**src/rtl/stream_chan_ctl.sv**
```systemverilog
module stream_chan_ctl #(
  parameter int CNT_W = 16,
  parameter int FLT_W = 4
) (
  input  logic             clk,
  input  logic             rst_n,
  input  logic             cfg_we,
  input  logic             cfg_run,
  input  logic             cfg_bypass,
  input  logic             cfg_stop_rec,
  input  logic             cfg_stop_xfer,
  input  logic             clr_eor,
  input  logic             clr_eot,
  input  logic             clr_err,
  input  logic             in_valid,
  input  logic [7:0]       in_data,
  input  logic             in_eor,
  input  logic             in_eot,
  output logic             in_ready,
  output logic             core_valid,
  output logic [7:0]       core_data,
  output logic             core_eor,
  output logic             core_eot,
  input  logic             core_ready,
  input  logic             res_valid,
  input  logic [7:0]       res_data,
  input  logic             res_eor,
  input  logic             res_eot,
  output logic             res_ready,
  output logic             out_valid,
  output logic [7:0]       out_data,
  output logic             out_eor,
  output logic             out_eot,
  input  logic             out_ready,
  output logic             run,
  output logic             bypass,
  output logic             stop_rec,
  output logic             stop_xfer,
  output logic             empty,
  output logic             standby,
  output logic             dict_clr,
  output logic             eor_irq,
  output logic             eot_irq,
  output logic             mode_err,
  output logic [CNT_W-1:0] byte_cnt
);

  logic             run_q, byp_q, srec_q, sxfer_q, xhalt_q;
  logic             dclr_q, eor_q, eot_q, err_q;
  logic             hb_v, hb_eor, hb_eot;
  logic [7:0]       hb_d;
  logic [FLT_W-1:0] flt_q;
  logic [CNT_W-1:0] cnt_q;

  assign in_ready   = run_q & (byp_q ? (!hb_v | out_ready) : core_ready);
  assign core_valid = run_q & !byp_q & in_valid;
  assign core_data  = in_data;
  assign core_eor   = in_eor;
  assign core_eot   = in_eot;
  assign res_ready  = !byp_q & out_ready;

  assign out_valid = byp_q ? hb_v   : res_valid;
  assign out_data  = byp_q ? hb_d   : res_data;
  assign out_eor   = byp_q ? hb_eor : res_eor;
  assign out_eot   = byp_q ? hb_eot : res_eot;

  wire pop      = in_valid & in_ready;
  wire push     = out_valid & out_ready;
  wire halt     = pop & ((srec_q & (in_eor | in_eot)) | (sxfer_q & in_eot));
  wire mode_try = cfg_we & (cfg_bypass != byp_q);
  wire locked   = run_q | (flt_q != '0);
  wire run_rise = cfg_we & cfg_run & !run_q;

  always_ff @(posedge clk) begin
    if (!rst_n) begin
      run_q   <= 1'b0;
      byp_q   <= 1'b0;
      srec_q  <= 1'b0;
      sxfer_q <= 1'b0;
      xhalt_q <= 1'b0;
      dclr_q  <= 1'b0;
      eor_q   <= 1'b0;
      eot_q   <= 1'b0;
      err_q   <= 1'b0;
      hb_v    <= 1'b0;
      hb_d    <= '0;
      hb_eor  <= 1'b0;
      hb_eot  <= 1'b0;
      flt_q   <= '0;
      cnt_q   <= '0;
    end else begin
      if (cfg_we) begin
        run_q   <= cfg_run;
        srec_q  <= cfg_stop_rec;
        sxfer_q <= cfg_stop_xfer;
      end
      if (halt) run_q <= 1'b0;

      dclr_q <= mode_try & !locked;
      if (mode_try & !locked) byp_q <= cfg_bypass;

      if (mode_try & locked) err_q <= 1'b1;
      else if (clr_err)      err_q <= 1'b0;

      if (halt & in_eot)  xhalt_q <= 1'b1;
      else if (run_rise)  xhalt_q <= 1'b0;

      if (run_rise & xhalt_q) cnt_q <= push ? CNT_W'(1) : '0;
      else if (push)          cnt_q <= cnt_q + CNT_W'(1);

      flt_q <= flt_q + FLT_W'(pop) - FLT_W'(push);

      if (byp_q) begin
        if (push) hb_v <= 1'b0;
        if (pop) begin
          hb_v   <= 1'b1;
          hb_d   <= in_data;
          hb_eor <= in_eor;
          hb_eot <= in_eot;
        end
      end

      if (push & (out_eor | out_eot)) eor_q <= 1'b1;
      else if (clr_eor)               eor_q <= 1'b0;
      if (push & out_eot)             eot_q <= 1'b1;
      else if (clr_eot)               eot_q <= 1'b0;
    end
  end

  assign run       = run_q;
  assign bypass    = byp_q;
  assign stop_rec  = srec_q;
  assign stop_xfer = sxfer_q;
  assign empty     = (flt_q == '0);
  assign standby   = run_q & !pop & !push;
  assign dict_clr  = dclr_q;
  assign eor_irq   = eor_q;
  assign eot_irq   = eot_q;
  assign mode_err  = err_q;
  assign byte_cnt  = cnt_q;

endmodule


```
**config.mk**
```make
export PLATFORM = sky130hd
export DESIGN_NAME = stream_chan_ctl
export DESIGN_NICKNAME = d
export VERILOG_FILES = /design/src/rtl/stream_chan_ctl.sv
export SDC_FILE = /design/constraint.sdc
export NUM_CORES = 1
export LEC_CHECK = 0
export BUFFER_PORTS_ARGS = -buffer_cell sky130_fd_sc_hd__buf_2
export CAP_MARGIN = 15
export CORE_MARGIN = 3
export CORE_UTILIZATION = 52
export DETAILED_ROUTE_END_ITERATION = 8
export GPL_TIMING_DRIVEN = 0
export HOLD_SLACK_MARGIN = 0.15
export PLACE_DENSITY = 0.85
export SLEW_MARGIN = 10
export SYNTH_ARGS = -nofsm -noshare
export SYNTH_HDL_FRONTEND = slang
export SYNTH_SLANG_ARGS = --single-unit
```
**constraint.sdc**
```tcl
create_clock -name clk -period 3.6 [get_ports clk]
set_input_delay 0.18 -clock clk [delete_from_list [all_inputs] [get_ports clk]]
set_output_delay 0.18 -clock clk [all_outputs]
set_load 0.05 [all_outputs]
```
Word-level counts from Yosys, hierarchy flattened
Index checks and enable logic that the tools add are counted.
{"block": "classes", "mux": 18, "bitwise": 26, "reduce_logical": 17, "addsub": 3, "n_eq_ne": 1}
{"op": "$mux 16", "count": 2}
{"op": "$and 1x1->1", "count": 20}
{"op": "$add 16x1->16 const B", "count": 1}
{"op": "$mux 1", "count": 15}
{"op": "$reduce_bool 2->1", "count": 6}
{"op": "$mux 8", "count": 1}
{"op": "$logic_not 1->1", "count": 6}
{"op": "$or 1x1->1", "count": 5}
{"op": "$add 4x1->4", "count": 1}
{"op": "$logic_not 4->1", "count": 1}
{"op": "$reduce_and 2->1", "count": 2}
{"op": "$reduce_bool 4->1", "count": 1}
{"op": "$sub 4x1->4", "count": 1}
{"op": "$reduce_or 2->1", "count": 1}
{"op": "$ne 1x1->1", "count": 1}
{"op": "$not 1->1", "count": 1}
{"block": "totals", "in_bits": 34, "register_bits": 40, "output_inout_bits": 50, "elab_cells": 80}

Longest topological paths before layout
Gate-level depths: netlist (run 1).
{"block": "depth", "depth_word": 8, "mapped_depth": 12, "depth_no_buf": 10}

Worst setup path before layout (run 1)
No wires, ideal clock.
{"block": "synth_path", "path_kind": "register to register", "start": "register byp_q (netlist: bypass)", "end": "register flt_q[3]", "t_arrival_ps": 2461, "required_ps": 3472, "path_stages_with_launch": 13, "path_slack_ps": 1011, "n_path_buf": 2, "period_less_slack_ps": 2589, "path_cell_list": "dfxtp_1 -> buf_6 -> mux2_4 -> buf_6 -> nand2_1 -> inv_1 -> ha_1 -> inv_1 -> ha_1 -> a21o_1 -> a21oi_1 -> xnor2_1 -> nor2_1"}
{"block": "synth_via", "elab_cells_between_ends": 7, "classes_between": "add/sub: 2; mux: 2; bitwise: 3"}
{"item": "from (decl)", "line_no": "48", "source": "logic run_q, byp_q, srec_q, sxfer_q, xhalt_q;"}
{"item": "from (signal assigned)", "line_no": "100", "source": "if (mode_try & !locked) byp_q <= cfg_bypass;"}
{"item": "$mux 1", "line_no": "62", "source": "assign out_valid = byp_q ? hb_v : res_valid;"}
{"item": "named net out_valid", "line_no": "30", "source": "output logic out_valid,"}
{"item": "$and 1x1->1", "line_no": "68", "source": "wire push = out_valid & out_ready;"}
{"item": "$sub 4x1->4", "line_no": "111", "source": "flt_q <= flt_q + FLT_W'(pop) - FLT_W'(push);"}
{"item": "to (signal assigned)", "line_no": "111"}
{"item": "to (decl)", "line_no": "52", "source": "logic [FLT_W-1:0] flt_q;"}
The timed path passes the listed nets, and every way through them passes these cells.
A chain may end at the register's enable or synchronous reset.

Worst setup path after layout (run 1)
{"block": "layout_path", "start": "register byp_q (netlist: bypass)", "end": "register flt_q[3]"}
{"block": "layout_via", "elab_chain_len": 5, "elab_cells_between_ends": 7, "classes_between": "add/sub: 2; mux: 2; bitwise: 3"}
{"item": "$mux 1", "line_no": "55", "source": "assign in_ready = run_q & (byp_q ? (!hb_v | out_ready) : core_ready);"}
{"item": "$and 1x1->1", "line_no": "55"}
{"item": "$and 1x1->1", "line_no": "67", "source": "wire pop = in_valid & in_ready;"}
{"item": "$add 4x1->4", "line_no": "111"}
{"item": "$sub 4x1->4 (*)", "line_no": "111"}
Every way passes the cells marked *; elsewhere a longest branch is shown, timed or not.

==> impl_metrics.toml, run 1 <==
[global_route]
grt_start_max_net_pins = 13
antenna_found_initial = 0
use_met1 = 0.256
grt_pass1_wl_um = 9030
grt_use_met2 = 0.406
overflow = 0
grt.total_usage = 0.228
grt_busiest_layer = "met2"
grt_use_met3 = 0.0623
grt_pass1_vias = 2027

[power_and_ir_drop]
p_int_uw = 738
ir_worst_vdd_mv = 0.443
power.leakage_uw = 0.00123
p_seq_frac = 0.422
total_power_uw = 1130
pwr-share-comb = 0.304
powerDensity_nw_per_um2 = 410
p_sw_frac = 0.346
power_switching_uw = 390
clkPwrFrac = 0.274

[yosys]
synth_top_family_by_area = "simple AND/OR/NAND/NOR gates"
yosysWarningCount = 0
syn_nets = 280
synth_xor_area_frac = 0.0337
synth_compound_area_frac = 0.140
synth-simple-area-share = 0.225
synth_mux_area_frac = 0.0806
synth-async-reset-ratio = 0
synth-edff-count = 0
ys_seq_area_frac = 0.385
avgSynthCellArea_um2 = 8.74
syn-cell-area_um2 = 2080
synth_ff_type = "dfxtp_1"
synthAdderAreaFrac = 0.0517
synth_cell_type_count = 40
synthesis.instances = 238
synth-seq-cells = 40

[setup_path]
required_ns = 3.77
arrival_ns = 2.51
crit_fanout = 10
cp_top_family = "buffers and inverters"
path_cells = "buf_6 > mux2_4 > buf_6 > nand2_1 > inv_1 > ha_1 > inv_1 > ha_1 > a21o_1 > a21oi_1 > xnor2_1 > nor2_1"
cp_num_buf_inv = 4
start_kind = "flip-flop"
crit_path_end_kind = "flip-flop"
worstSetupPathType = "reg -> reg"
cp_slowest_cell = "dfxtp_1"
crit_path_max_incr_delay_ns = 0.35
rrSetupSlack_ns = 1.26

[finish]
final_cells = 387
fin_util = 0.730
area_growth_pct = 32.4
mostFrequentLayoutCell = "buf_2"
diodes = 0
largest_reg_flops = 16
final_cell_mix = "buf_2, dfxtp_1, nand2_1, a21oi_1, nand3_1"
finalNetCount = 380
drive_above_1_share = 0.351

[sta]
timing_hold_violations_final = 0
max_freq_mhz = 427
worstMarginPinSlew_ns = 0.572
drv_slew = 0
setup_violations = 0
fin_crit_sh = 0.651
fin_ws_ns = 1.26
slew_headroom = 0.619
rsz0062_at_grt = "false"
setup_tns_ns = 0
min_period_ns = 2.34
skew_ns = 0.00535

[placement]
placedCellCount = 368
place_congestion = 0.832
place.port_buffers = 82
dp.final_hpwl_um = 3810
dp_worst_setup_slack_ns = 1.27

[clock_network]
h-tree-depth = 2
cts_tree = "built"
numClockSinks = 40
cts_buffer_depth = 2
clock_latency_ns = 0.29
path_clk_slew_ns = 0.08
cts_root_buffer = "clkbuf_8"
cts_buffers = 5

[floorplan]
die_w_um = 69.3
rows = 22
pin_count = 84
die_h_um = 69.3
die_area_um2 = 4800
core_area_um2 = 3770
start_util = 0.552

[outcome]
status = "finished, final reports clean"

[run]
drv_cap = 0

[routing]
wl_um = 5390
drtIter0Drc = 110
drtAntennaViolNets = 0
wl_per_cell_um = 13.9
dr.pass1.iters = 4
drc = 0
vias = 2094
avgViaCountPerCell = 5.41

[hold_path]
min_path_type = "in -> reg"
==> area by class of cell <==
| cell class | count | area [um^2] |
|---|---|---|
| fill | 286 | 1020 |
| buffer | 22 | 138 |
| sequential | 40 | 801 |
| tap | 48 | 60.1 |
| clock buffer | 6 | 82.6 |
| inverter | 10 | 37.5 |
| clock inverter | 2 | 10.0 |
| multi-input combinational | 166 | 1100 |
| timing repair buffer | 93 | 520 |
==> Yosys cell counts (all sizes together) (2+ instances only) <==
cell    instances  area share
xor2            6       0.025
nand2          23       0.041
dfxtp          40        0.38
nand3          18       0.046
mux2           11       0.061
nand4           4       0.012
xnor2           2      0.0084
and4            3       0.013
or3             4       0.012
clkbuf          8       0.014
nor2           14       0.025
buf            14       0.052
o211ai          3       0.011
nand2b          3      0.0090
o21ai           8       0.019
nor2b           3      0.0090
mux2i           4       0.019
or4             6       0.022
and3            2      0.0060
ha              7       0.042
inv            10       0.018
a21oi          23       0.055
and2            4       0.012
o31ai           6       0.022
==> cell families (layout without fill, tap and decap cells) <==
logic type      count (synthesis)  after routing
xor+xnor                        8              8
buf+inv                        32            133
mux                            15             15
flops                          40             40
fa+ha+maj                       8              8
compound gates                 47             47
simple gates                   88             88
==> power by group through the flow <==
stage                     combinational, uW  sequential (uW)  clock (uW)
after CTS                               342              476         313
after floorplan                         229              512           0
after global routing                    372              479         324
final                                   343              476         309
after global placement                  325              486           0
after detailed placement                331              486           0
==> final timing paths <==
kind | startpoint | end | cells past startpoint
max | bypass$_SDFFE_PN0P_ | flt_q[3]$_SDFF_PN0_ | 12
min | in_data[2] | hb_d[2]$_SDFFE_PN0P_ | 3
max reg2reg | bypass$_SDFFE_PN0P_ | flt_q[3]$_SDFF_PN0_ | 12
min reg2reg | hb_d[4]$_SDFFE_PN0P_ | hb_d[4]$_SDFFE_PN0P_ | 2
==> timing repair <==
action	in CTS	in global routing
endpoints found under the hold margin	11	0
hold buffers	11	0
setup buffers	0	0
resized for setup	0	0
==> per-layer routing <==
metal,vias to the layer above,part of all wire
met5,-,0
met4,0,0.025
met2,72,0.51
met3,13,0.073
met1,968,0.39
li1,1041,-
==> worst register-to-register path: stages, from the launching register on <==
cell     delay (ns)
dfxtp_1        0.35
buf_6          0.15
mux2_4         0.31
buf_6          0.14
nand2_1        0.16
inv_1          0.07
ha_1           0.21
inv_1          0.07
ha_1           0.22
a21o_1         0.17
a21oi_1        0.18
xnor2_1        0.14
nor2_1         0.05
==> metrics by stage <==
step	hold WS (ns)	area (um^2)
3_5_place_dp	0.434	2550
2_1_floorplan	0.302	2080
5_1_grt	0.165	2750
4_1_cts	0.150	2750
3_3_place_gp	0.418	2550
6_report	0.156	2750
No activity file was read; power rests on OpenSTA's default activity.
==> inputs of run 2 (changes only) <==
Settings changed: CORE_UTILIZATION 52 to 48, PLACE_DENSITY 0.85 to 0.79.
Clock period 3.6 ns to 2.4 ns, I/O delays scaled along.
==> impl_metrics.toml, run 2 (same netlist as run 1, synthesis figures left out) <==
[outcome]
status = "finished, final reports clean"

[routing]
drc = 0
dr.pass1.iters = 4
vias = 2134
drtIter0Drc = 105
avgViaCountPerCell = 5.40
drtAntennaViolNets = 0
wl_um = 5580
wl_per_cell_um = 14.1

[global_route]
grt.total_usage = 0.232
antenna_found_initial = 0
grt_pass1_wl_um = 9480
overflow = 0
grt_start_max_net_pins = 12
grt_pass1_vias = 2051

[placement]
dpl_cell_area_um2 = 2560
dp.final_hpwl_um = 3980
dp_worst_setup_slack_ns = 0.0813
place_congestion = 0.797
placedCellCount = 370
place.port_buffers = 82

[floorplan]
rows = 23
die_w_um = 71.8
die_area_um2 = 5160
start_util = 0.509
pin_count = 84
core_area_um2 = 4090
die_h_um = 71.8

[clock_network]
path_clk_slew_ns = 0.07
cts_root_buffer = "clkbuf_8"
postCtsSetupRepairBufs = 0
h-tree-depth = 2
cts_buffer_depth = 2
clock_latency_ns = 0.29
cts_buffers = 5
cts_tree = "built"
numClockSinks = 40

[sta]
min_period_ns = 2.23
rsz0062_at_grt = "false"
setup_violations = 0
worstMarginPinSlew_ns = 0.572
hold_slack_ns = 0.166
max_freq_mhz = 448
slew_headroom = 0.619
setup_tns_ns = 0
fin_ws_ns = 0.168
skew_ns = 0.00358
drv_slew = 0
fin_crit_sh = 0.930
timing_hold_violations_final = 0

[setup_path]
path_cells = "buf_6 > mux2_4 > buf_6 > nand2_2 > inv_1 > ha_1 > inv_1 > ha_1 > a21o_1 > a21oi_2 > xnor2_1 > nor2_1"
crit_path_max_incr_delay_ns = 0.35
startpoint = "bypass$_SDFFE_PN0P_"
worstSetupEndpoint = "flt_q[3]$_SDFF_PN0_"
required_ns = 2.56
r2r-start = "bypass$_SDFFE_PN0P_"
start_kind = "flip-flop"
reg2reg_depth = 12
cp_top_family = "adder cells"
critical_path_depth = 12
cp_num_buf_inv = 4
crit_fanout = 10
arrival_ns = 2.40
rrSetupSlack_ns = 0.17
timing.rr.end = "flt_q[3]$_SDFF_PN0_"
worstSetupPathType = "reg -> reg"
crit_path_end_kind = "flip-flop"
cp_slowest_cell = "dfxtp_4"

[run]
drv_cap = 0

[hold_path]
min_path_type = "in -> reg"

[finish]
finalNetCount = 387
final_cells = 395
final_area_um2 = 2820
diodes = 0
final_cell_mix = "buf_2, dfxtp_1, nand2_1, a21oi_1, dlygate4sd3_1"
drive_above_1_share = 0.348
area_growth_pct = 35.6
mostFrequentLayoutCell = "buf_2"
largest_reg_flops = 16

[power_and_ir_drop]
power.leakage_uw = 0.00125
p_sw_frac = 0.350
pwr-share-comb = 0.317
power_switching_uw = 584
clkPwrFrac = 0.254
powerDensity_nw_per_um2 = 592
p_int_uw = 1090
p_seq_frac = 0.430
ir_worst_vdd_mv = 0.448
## run 2: cell count changes in the layout (fill, tap and decap cells not counted), sizes merged
cell / before / now
clkinv: 2 / 1
dlygate4sd3: 11 / 18
## run 2: power groups by stage
stage / Clock (uW) / Combinational, uW / Sequential, uW
global placement: 0 / 490 / 729
detailed placement: 0 / 499 / 731
global route: 460 / 576 / 720
finish: 423 / 529 / 717
floorplan: 0 / 343 / 769
CTS: 434 / 524 / 717
## run 2: timing repair
action / CTS / global route
gates resized for setup: 0 / 2
endpoints found under the hold margin: 18 / 0
hold buffers: 18 / 0
endpoints found under the setup margin: 0 / 1
## run 2: worst min-delay path by stage
stage,start,endpoint,cells after the start
finish,rst_n,flt_q[0]$_SDFF_PN0_,2
global route,rst_n,flt_q[0]$_SDFF_PN0_,2
CTS,rst_n,hb_eot$_SDFFE_PN0P_,3
detailed placement,cfg_stop_xfer,stop_xfer$_SDFFE_PN0P_,3
global placement,cfg_stop_rec,stop_rec$_SDFFE_PN0P_,3
floorplan,rst_n,flt_q[0]$_SDFF_PN0_,1
## run 2: cell type report
cell class,instances,area [um^2]
inverters,10,37.5
multi-input cells,166,1110
fillers,343,1260
well taps,50,62.6
repair buffers,100,591
flip-flops and latches,40,805
clock buffers,6,72.6
clock inverters,1,5.00
plain buffers,22,138
## run 2: metrics by stage
stage / power (uW) / util
after floorplan: 1110 / -
after global routing: 1760 / 0.690
final: 1670 / 0.690
after detailed placement: 1230 / 0.626
after CTS: 1670 / 0.689
after global placement: 1220 / 0.626
## run 2: worst reg2reg max path, delay by kind of cell (launching register included)
| family | cells | cell delay (ns) |
|---|---|---|
| adders and majority gates | 2 | 0.42 |
| buffers and inverters | 4 | 0.40 |
| DFF | 1 | 0.35 |
| AOI/OAI and AO/OA | 2 | 0.34 |
| muxes | 1 | 0.32 |
| and+or+nand+nor | 2 | 0.16 |
| xor gates and xnor gates | 1 | 0.13 |
## run 2: routing by layer
layer / vias up / track usage / wire [um]
met1: 1008 / 0.284 / 2330
li1: 1044 / - / -
met2: 73 / 0.389 / 2760
met4: 0 / 0.0793 / 88
met5: - / 0 / 0
met3: 9 / 0.0645 / 397
==> inputs of run 3 (changes only) <==
Settings changed: CORE_UTILIZATION 48 to 50, CTS_BUF_LIST set to sky130_fd_sc_hd__clkbuf_8, PLACE_DENSITY 0.79 to unset, PLACE_DENSITY_LB_ADDON set to 0.2.
==> impl_metrics.toml, run 3 (same netlist as run 1, synthesis figures left out) <==
[finish]
area_growth_pct = 38.3
final_area_um2 = 2880
drive_above_1_share = 0.352
largest_reg_flops = 16
final_cell_mix = "buf_2, dfxtp_1, nand2_1, a21oi_1, dlygate4sd3_1"
mostFrequentLayoutCell = "buf_2"
diodes = 0
finalNetCount = 388

[floorplan]
rows = 22
pin_count = 84
core_area_um2 = 3830
die_w_um = 70.5
die_area_um2 = 4970
die_h_um = 70.5
start_util = 0.544

[routing]
drtAntennaViolNets = 0
avgViaCountPerCell = 5.23
wl_per_cell_um = 13.7
drtIter0Drc = 85
wl_um = 5390
vias = 2067
drc = 0
dr.pass1.iters = 5

[power_and_ir_drop]
powerDensity_nw_per_um2 = 641
pwr-share-comb = 0.288
p_seq_frac = 0.387
power_switching_uw = 589
clkPwrFrac = 0.325
ir_worst_vdd_mv = 0.424
power.leakage_uw = 0.00128
p_int_uw = 1260
p_sw_frac = 0.319

[sta]
setup_violations = 0
min_period_ns = 2.24
rsz0062_at_grt = "false"
fin_crit_sh = 0.934
slew_headroom = 0.644
setup_tns_ns = 0
timing_hold_violations_final = 0
skew_ns = 0.00531
max_freq_mhz = 446
worstMarginPinSlew_ns = 0.534
drv_slew = 0

[placement]
dp.final_hpwl_um = 3900
place.port_buffers = 82
dpl_cell_area_um2 = 2550
place_congestion = 0.818

[global_route]
grt_pass1_vias = 2052
grt_pass1_wl_um = 9230
grt.total_usage = 0.225
grt_start_max_net_pins = 13
antenna_found_initial = 0
overflow = 0

[hold_path]
min_path_type = "in -> reg"
whs_path_depth = 3

[setup_path]
crit_path_end_kind = "flip-flop"
arrival_ns = 2.40
cp_slowest_cell = "dfxtp_4"
path_cells = "buf_6 > mux2_4 > buf_6 > nand2_2 > inv_1 > ha_1 > inv_1 > ha_1 > a21o_1 > a21oi_2 > xnor2_1 > nor2_1"
crit_path_max_incr_delay_ns = 0.35
crit_fanout = 10
reg2reg_depth = 12
start_kind = "flip-flop"
required_ns = 2.56
worstSetupPathType = "reg -> reg"

[clock_network]
h-tree-depth = 2
cts_tree = "built"
cts_root_buffer = "clkbuf_8"
postCtsSetupRepairBufs = 0
clock_latency_ns = 0.29
cts_buffers = 5
path_clk_slew_ns = 0.07
numClockSinks = 40
cts_buffer_depth = 2

[outcome]
status = "finished, final reports clean"

[run]
drv_cap = 0
==> run 3: changes by cell type in the layout (fill, tap and decap cells not counted) <==
| cell | previous run | this run |
|---|---|---|
| clkinv_2 | 1 | 0 |
| dlygate4sd3_1 | 18 | 19 |
| bufinv_16 | 0 | 1 |
| clkbuf_1 | 9 | 8 |
| clkbuf_8 | 5 | 7 |
==> run 3: cell type report <==
| cell class | count | area (um^2) |
|---|---|---|
| plain buffers | 22 | 138 |
| inverters | 10 | 37.5 |
| flip-flops and latches | 40 | 805 |
| repair buffers | 101 | 601 |
| multi-input cells | 166 | 1110 |
| clock inverters | 1 | 30.0 |
| clock buffers | 7 | 96.3 |
| well taps | 48 | 60.1 |
| fillers | 293 | 948 |
==> run 3: worst paths after layout <==
kind / from / endpoint / slack, ns
worst max register to register: bypass$_SDFFE_PN0P_ / flt_q[3]$_SDFF_PN0_ / 0.16
worst min-delay path: cfg_we / dict_clr$_SDFF_PN0_ / 0.19
worst max-delay path: bypass$_SDFFE_PN0P_ / flt_q[3]$_SDFF_PN0_ / 0.16
worst min register to register: hb_d[1]$_SDFFE_PN0P_ / hb_d[1]$_SDFFE_PN0P_ / 0.46
==> run 3: layer usage <==
metal  up-vias  track usage  wire length, um
li1       1054            -                -
met1       927        0.275             2260
met2        76        0.389             2640
met3        10       0.0489              387
met4         0       0.0809              100
met5         -            0                0
==> run 3: critical path, delay by kind of cell (launching register included) <==
| family | cells | cell delay, ns |
|---|---|---|
| fa+ha+maj | 2 | 0.43 |
| buf+inv | 4 | 0.41 |
| flops | 1 | 0.35 |
| compound gates | 2 | 0.34 |
| mux | 1 | 0.31 |
| simple gates | 2 | 0.17 |
| xor+xnor | 1 | 0.12 |
==> run 3: power by group through the flow <==
| stage | logic [uW] | registers [uW] | clock network (uW) |
|---|---|---|---|
| after CTS | 523 | 714 | 606 |
| after floorplan | 343 | 769 | 0 |
| after global placement | 492 | 728 | 0 |
| after global routing | 574 | 720 | 625 |
| final | 530 | 714 | 600 |
| after detailed placement | 499 | 730 | 0 |
==> run 3: repair_timing <==
| item | 4_1_cts | 5_1_grt |
|---|---|---|
| hold buffers | 19 | 0 |
| endpoints found under the hold margin | 19 | 0 |
| setup endpoints to repair | 0 | 2 |
| resized for setup | 0 | 2 |
==> run 3: stage by stage <==
stage / utilization / setup WS, ns / instances / hold WS (ns) / power [uW]
after floorplan: - / 0.0638 / 238 / 0.242 / 1110
after global placement: 0.668 / 0.126 / 368 / 0.363 / 1220
after detailed placement: 0.668 / 0.0855 / 368 / 0.381 / 1230
after CTS: 0.750 / 0.0737 / 395 / 0.192 / 1840
after global routing: 0.752 / 0.00213 / 395 / 0.220 / 1920
final: 0.752 / 0.158 / 395 / 0.193 / 1840
